==> src/rtl/pdn_pkg.sv <==
// Package: shared state encoding and control-word bit positions for the
// power-down sequencer. Assumes a 32-bit control word.
package pdn_pkg;
    typedef enum logic [2:0] {
        ST_IDLE     = 3'd0,
        ST_WAIT_CPU = 3'd1,
        ST_PWRDN    = 3'd2,
        ST_WAKE_DLY = 3'd3,
        ST_RUN      = 3'd4
    } pdn_state_e;

    localparam int B_XTAL   = 0;
    localparam int B_HIRC   = 1;
    localparam int B_LIRC   = 2;
    localparam int B_DLY    = 4;
    localparam int B_IRQEN  = 5;
    localparam int B_FLAG   = 6;
    localparam int B_ARM    = 7;
    localparam int B_WAITC  = 8;
endpackage

==> src/rtl/pdn_regs.sv <==
// Module: control/status word of the sequencer.
// Holds the writable fields and the write-one-to-clear wake flag.
// Assumes wake_hit is a single-cycle pulse from the sequencer. Hardware
// updates (arm clear, flag set) take priority over a write in the same cycle.
module pdn_regs
    import pdn_pkg::*;
#(
    parameter int DW = 32
) (
    input  logic          clk,
    input  logic          rst_n,
    input  logic          cfg_xtal_default,
    input  logic          wr_en,
    input  logic [DW-1:0] wr_data,
    input  logic          wake_hit,
    output logic [DW-1:0] rd_data,
    output logic          f_xtal,
    output logic          f_hirc,
    output logic          f_lirc,
    output logic          f_dly,
    output logic          f_irqen,
    output logic          f_flag,
    output logic          f_arm,
    output logic          f_waitc
);
    logic unused_wr_bits;
    assign unused_wr_bits = ^{wr_data[DW-1:B_WAITC+1], wr_data[3]};

    // Field storage: software writes, then hardware wake side effects.
    always_ff @(posedge clk) begin
        if (!rst_n) begin
            f_xtal  <= cfg_xtal_default;
            f_hirc  <= 1'b0;
            f_lirc  <= 1'b0;
            f_dly   <= 1'b0;
            f_irqen <= 1'b0;
            f_flag  <= 1'b0;
            f_arm   <= 1'b0;
            f_waitc <= 1'b0;
        end else begin
            if (wr_en) begin
                f_xtal  <= wr_data[B_XTAL];
                f_hirc  <= wr_data[B_HIRC];
                f_lirc  <= wr_data[B_LIRC];
                f_dly   <= wr_data[B_DLY];
                f_irqen <= wr_data[B_IRQEN];
                f_arm   <= wr_data[B_ARM];
                f_waitc <= wr_data[B_WAITC];
                if (wr_data[B_FLAG]) f_flag <= 1'b0;
            end
            if (wake_hit) begin
                f_arm <= 1'b0;
                if (f_irqen) f_flag <= 1'b1;
            end
        end
    end

    // Read-back assembly; unused positions are tied to zero.
    always_comb begin
        rd_data          = '0;
        rd_data[B_XTAL]  = f_xtal;
        rd_data[B_HIRC]  = f_hirc;
        rd_data[B_LIRC]  = f_lirc;
        rd_data[B_DLY]   = f_dly;
        rd_data[B_IRQEN] = f_irqen;
        rd_data[B_FLAG]  = f_flag;
        rd_data[B_ARM]   = f_arm;
        rd_data[B_WAITC] = f_waitc;
    end

    // The arm bit is gone one cycle after a wake.
    assert_arm_clears_R7: assert property (@(posedge clk) disable iff (!rst_n)
        wake_hit |=> !f_arm);

    // The flag only rises from a wake while the interrupt is enabled.
    assert_flag_needs_enable_R8: assert property (@(posedge clk) disable iff (!rst_n)
        $rose(f_flag) |-> ($past(f_irqen) && $past(wake_hit)));
endmodule

==> src/rtl/pdn_fsm.sv <==
// Module: power-down state machine with the post-wake settling counter.
// Assumes wake requests are synchronous to clk. Delay lengths are sampled
// from the clock source at the wake edge.
module pdn_fsm
    import pdn_pkg::*;
#(
    parameter int XTAL_DLY = 4096,
    parameter int RC_DLY   = 256
) (
    input  logic       clk,
    input  logic       rst_n,
    input  logic       arm,
    input  logic       wait_cpu,
    input  logic       dly_en,
    input  logic       src_xtal,
    input  logic       cpu_wfi,
    input  logic       wake_req,
    output pdn_state_e state,
    output logic       wake_hit,
    output logic       sysclk_en
);
    localparam int MAXD = (XTAL_DLY > RC_DLY) ? XTAL_DLY : RC_DLY;
    localparam int CW   = (MAXD > 2) ? $clog2(MAXD) : 1;
    localparam logic [CW-1:0] XLOAD = CW'(XTAL_DLY - 1);
    localparam logic [CW-1:0] RLOAD = CW'(RC_DLY - 1);

    pdn_state_e      nxt;
    logic [CW-1:0]   cnt;

    assign wake_hit  = (state == ST_PWRDN) && wake_req;
    assign sysclk_en = (state == ST_IDLE) || (state == ST_WAIT_CPU) || (state == ST_RUN);

    // Next-state selection.
    always_comb begin
        nxt = state;
        unique case (state)
            ST_IDLE, ST_RUN:
                if (arm) nxt = wait_cpu ? ST_WAIT_CPU : ST_PWRDN;
            ST_WAIT_CPU:
                if (!arm)                     nxt = ST_IDLE;
                else if (!wait_cpu || cpu_wfi) nxt = ST_PWRDN;
            ST_PWRDN:
                if (wake_req) nxt = dly_en ? ST_WAKE_DLY : ST_RUN;
            ST_WAKE_DLY:
                if (cnt == '0) nxt = ST_RUN;
            default: nxt = ST_IDLE;
        endcase
    end

    // State register.
    always_ff @(posedge clk) begin
        if (!rst_n) state <= ST_IDLE;
        else        state <= nxt;
    end

    // Settling counter: loaded on wake, counts down while delaying.
    always_ff @(posedge clk) begin
        if (!rst_n)                                   cnt <= '0;
        else if (wake_hit)                            cnt <= src_xtal ? XLOAD : RLOAD;
        else if (state == ST_WAKE_DLY && cnt != '0)   cnt <= cnt - 1'b1;
    end

    // Without an armed request the chip never powers down.
    assert_no_arm_no_entry_R3: assert property (@(posedge clk) disable iff (!rst_n)
        ((state == ST_IDLE || state == ST_RUN) && !arm) |=> (state != ST_PWRDN));

    // The CPU-qualified wait holds until the CPU sleeps.
    assert_wait_holds_R4: assert property (@(posedge clk) disable iff (!rst_n)
        (state == ST_WAIT_CPU && arm && wait_cpu && !cpu_wfi) |=> (state == ST_WAIT_CPU));

    // An expired settling counter releases the clock next cycle.
    assert_delay_exit_R6: assert property (@(posedge clk) disable iff (!rst_n)
        (state == ST_WAKE_DLY && cnt == '0) |=> sysclk_en);
endmodule

==> src/rtl/pdn_ctrl.sv <==
// Module: top of the power-down sequencer. Joins the control word and the
// state machine, and gates the oscillator enables while powered down.
// Assumes all inputs are synchronous to clk; reset is synchronous, active low.
module pdn_ctrl
    import pdn_pkg::*;
#(
    parameter int DW       = 32,
    parameter int XTAL_DLY = 4096,
    parameter int RC_DLY   = 256
) (
    input  logic          clk,
    input  logic          rst_n,
    input  logic          cfg_xtal_default,
    input  logic          clk_src_xtal,
    input  logic          wr_en,
    input  logic [DW-1:0] wr_data,
    output logic [DW-1:0] rd_data,
    input  logic          cpu_wfi,
    input  logic          wake_gpio,
    input  logic          wake_uart,
    output logic          xtal_en_o,
    output logic          hirc_en_o,
    output logic          lirc_en_o,
    output logic          sysclk_en,
    output logic          wake_irq
);
    logic f_xtal, f_hirc, f_lirc, f_dly, f_irqen, f_flag, f_arm, f_waitc;
    logic wake_hit;
    logic in_pd;
    pdn_state_e state;

    pdn_regs #(.DW(DW)) u_regs (
        .clk(clk), .rst_n(rst_n), .cfg_xtal_default(cfg_xtal_default),
        .wr_en(wr_en), .wr_data(wr_data), .wake_hit(wake_hit), .rd_data(rd_data),
        .f_xtal(f_xtal), .f_hirc(f_hirc), .f_lirc(f_lirc), .f_dly(f_dly),
        .f_irqen(f_irqen), .f_flag(f_flag), .f_arm(f_arm), .f_waitc(f_waitc)
    );

    pdn_fsm #(.XTAL_DLY(XTAL_DLY), .RC_DLY(RC_DLY)) u_fsm (
        .clk(clk), .rst_n(rst_n), .arm(f_arm), .wait_cpu(f_waitc), .dly_en(f_dly),
        .src_xtal(clk_src_xtal), .cpu_wfi(cpu_wfi), .wake_req(wake_gpio | wake_uart),
        .state(state), .wake_hit(wake_hit), .sysclk_en(sysclk_en)
    );

    // Output gating: fast oscillators off only in the powered-down state.
    assign in_pd     = (state == ST_PWRDN);
    assign xtal_en_o = f_xtal & ~in_pd;
    assign hirc_en_o = f_hirc & ~in_pd;
    assign lirc_en_o = f_lirc;
    assign wake_irq  = f_flag & f_irqen;

    // With the clock stopped and no settling under way, fast oscillators are off.
    assert_pd_gates_osc_R5: assert property (@(posedge clk) disable iff (!rst_n)
        (!sysclk_en && state != ST_WAKE_DLY) |-> (!xtal_en_o && !hirc_en_o));

    // Clock stop never comes from a write that left the arm bit clear.
    assert_stop_needs_arm_R3: assert property (@(posedge clk) disable iff (!rst_n)
        $fell(sysclk_en) |-> $past(f_arm));
endmodule

==> config.mk <==
export PLATFORM = sky130hd
export DESIGN_NAME = pdn_ctrl
export DESIGN_NICKNAME = d
export VERILOG_FILES = /design/src/rtl/pdn_pkg.sv /design/src/rtl/pdn_regs.sv /design/src/rtl/pdn_fsm.sv /design/src/rtl/pdn_ctrl.sv
export SDC_FILE = /design/constraint.sdc
export NUM_CORES = 1
export LEC_CHECK = 0
export ABC_AREA = 1
export BUFFER_PORTS_ARGS = -buffer_cell sky130_fd_sc_hd__buf_2
export CORE_ASPECT_RATIO = 1.75
export CORE_UTILIZATION = 35
export CTS_CLUSTER_SIZE = 16
export DETAILED_ROUTE_END_ITERATION = 16
export PLACE_DENSITY = 0.66
export SLEW_MARGIN = 20
export SYNTH_ARGS = -nofsm -noshare
export SYNTH_HDL_FRONTEND = slang
export SYNTH_SLANG_ARGS = --single-unit
==> constraint.sdc <==
create_clock -name clk -period 1.4 [get_ports clk]
set_input_delay 0.14 -clock clk [delete_from_list [all_inputs] [get_ports clk]]
set_output_delay 0.14 -clock clk [all_outputs]
set_load 0.02 [all_outputs]
==> metrics <==
RD Place Congestion=0.807; setup TNS=0 ns; Synth Cell Area=1620 sq um; Placed Area=1780 sq um; CP Cell Sequence=nor2_4 > nand2_4 > nor2_4 > nand2_2 > nand2_4 > nand2_4 > buf_12 > o21bai_2 > nor2_1; Setup crit end kind=flop; slowest cell on the critical path=dfxtp_1; Avg Inst Size Synth=6.54 sq um; Die Span Y=92.0 um; Comb pwr share=0.688; number of I/O pins=77; PortBufs=28; die area=4920 sq um; Vias/cell=4.55; met3 usage=0.0149; Clock Latency Late Sink=0.26 ns; first-pass GRT wire length=5490 um; sw power=2310 uW; final hold slack=0.0915 ns; worst-case vdd ir drop=1.37 mV; total global routing track utilization=0.144; global route overflow=0; final worst path period share=0.953; most frequent cells in the layout=nand2_1, nor2_1, buf_2; hold path cells=3; Fmax=0.749 GHz; PwrDens=2570 nW/um^2; vias in the first global route=1351; outcome=completed; Layout Nets=329; switching portion of total power=0.468; number of fill cells=466; DRC Markers=0; routed wire length per instance=9.96 um; H-tree lvl count=1; Reg power frac=0.227; Final HPWL DP=2620 um; Global Route met1 Usage=0.147; M2 GR Usage=0.277; initial antenna violation count=0; CTS root buffer=clkbuf_8; Synth Instances=248; Setup Skew=0.00253 ns; final setup fails=0; max-slew violations=0; clock network fraction of total power=0.085; maximum number of pins on one net before global-route repair=15; Area Overhead vs Synth=18.4%; Worst Reg-to-Reg Cells=9; Max clock buf depth=2; busiest grt layer=met2; CTS tree=yes; antenna fix cells=0; CTS Buf Count=3; std cell rows=32; Unique masters post-synth=29; final hold vios=0; Max Cap Violations=0; commonest non-fill, non-tap cell in the layout=nand2_1; Seq/Total Area, Yosys=0.290; CP dominant cell by count=nand2_4; WHS Endpoint=u_regs.f_lirc; Ys Warns=0; flop2flop setup slack=0.07 ns; Initial Util=0.365; cell internal pwr=2630 uW; final instance area=1920 sq um; clock transition at the registers of the reported paths=0.09 ns; clock sinks=23; area of the core=4440 sq um; CP Launch Type=flop; routed wire length=3360 um; Starting DRT DRC Count=42; die width=53.5 um; crit path kind=flop to flop; Hold Path Class=input port to flop; CP max FO=5; antenna viol nets, final=0; worst r2r src=u_fsm.cnt[4]; CP peak stage delay=0.34 ns; CP Data Required Time=1.57 ns; TritonRoute pass-1 iters=4; Crit path arrival time=1.50 ns; Pleak=0.00101 uW; layout cell share with drive strength beyond 1=0.315; Via Count=1534; hold path start=wr_data[2]; flip-flop and latch count after synthesis=23; fin crit period=1.33 ns; Reg-to-Reg End=u_fsm.cnt[10]
-- cell type report --
cell class                      count  area [sq um]  area share
Sequential cell                    23           479       0.250
Timing Repair Buffer               49           314       0.164
Tap cell                           51          63.8      0.0332
Clock inverter                      1          5.00     0.00261
Inverter                           26           103      0.0535
Multi-Input combinational cell    184           913       0.476
Clock buffer                        3          41.3      0.0215
-- worst max-delay path, delay by kind of cell (launching register included) --
family          cells  cell delay (ns)
compound gates      1             0.10
buf+inv             1             0.14
flops               1             0.34
simple gates        7             0.64
-- repair_timing --
action,4_1_cts,5_1_grt
buffers inserted,0,3
hold buffers,0,0
setup endpoints to repair,9,15
gates resized for setup,2,24
hold endpoints to repair,0,0
pin swaps,0,6
-- flip-flops by register name, indices dropped and copies added (netlist names) --
register        cells
u_regs.f_waitc      1
u_regs.f_dly        1
u_regs.f_flag       1
u_regs.f_lirc       1
u_regs.f_arm        1
u_fsm.state         3
u_fsm.cnt          12
u_regs.f_hirc       1
u_regs.f_xtal       1
u_regs.f_irqen      1
-- cells by family after synthesis --
| group | share of synthesized area |
|---|---|
| AOI/OAI and AO/OA | 0.0980 |
| adders and majority gates | 0.0154 |
| buffers and inverters | 0.235 |
| DFF | 0.290 |
| other | 0.00231 |
| and+or+nand+nor | 0.360 |
-- cells in the mapped netlist (all sizes together) --
library cell | count | area share
buf | 36 | 0.17
or2 | 3 | 0.012
o21bai | 2 | 0.014
inv | 25 | 0.058
nor3 | 1 | 0.0031
dfxtp | 22 | 0.27
clkinv | 1 | 0.0023
a31oi | 1 | 0.0039
and2 | 1 | 0.0054
nor2 | 42 | 0.11
nand3b | 1 | 0.0046
clkbuf | 2 | 0.0046
a21oi | 15 | 0.046
nand2 | 55 | 0.14
nand4 | 1 | 0.0039
edfxtp | 1 | 0.019
o21ai | 11 | 0.034
nand3 | 25 | 0.080
ha | 2 | 0.015
conb | 1 | 0.0023
-- stage by stage --
stage               worst slack [ns]  total power, uW  instances   util
floorplan                      0.114             3370        271      -
global placement             -0.0350             4070        330  0.400
detailed placement           -0.0578             4110        330  0.400
CTS                           0.0122             4550        334  0.411
global route                 -0.0237             5400        337  0.432
finish                        0.0657             4930        337  0.432
-- power by group through the flow --
| stage | Clock (uW) | Combinational (uW) | Sequential [uW] |
|---|---|---|---|
| 6_report | 419 | 3390 | 1120 |
| 5_1_grt | 447 | 3800 | 1150 |
| 4_1_cts | 432 | 3050 | 1070 |
| 3_5_place_dp | 0 | 3020 | 1090 |
| 3_3_place_gp | 0 | 2980 | 1080 |
| 2_1_floorplan | 0 | 2290 | 1080 |
-- worst max-delay path by stage --
stage	end	start	slack [ns]	cells after the start
global route	u_fsm.cnt[8]	u_fsm.cnt[1]	-0.02	10
floorplan	u_fsm.cnt[8]	u_fsm.cnt[0]	0.11	10
CTS	u_fsm.cnt[8]	u_fsm.cnt[0]	0.01	10
detailed placement	u_fsm.cnt[8]	u_fsm.cnt[0]	-0.06	10
global placement	u_fsm.cnt[8]	u_fsm.cnt[0]	-0.04	10
finish	u_fsm.cnt[10]	u_fsm.cnt[4]	0.07	9
-- routing by layer --
layer  part of all wire  routed length (um)
met1               0.38                1290
met5                  0                   0
met3              0.032                 108
met2               0.57                1920
met4              0.013                  45
Power figures use the tool's default switching activity.
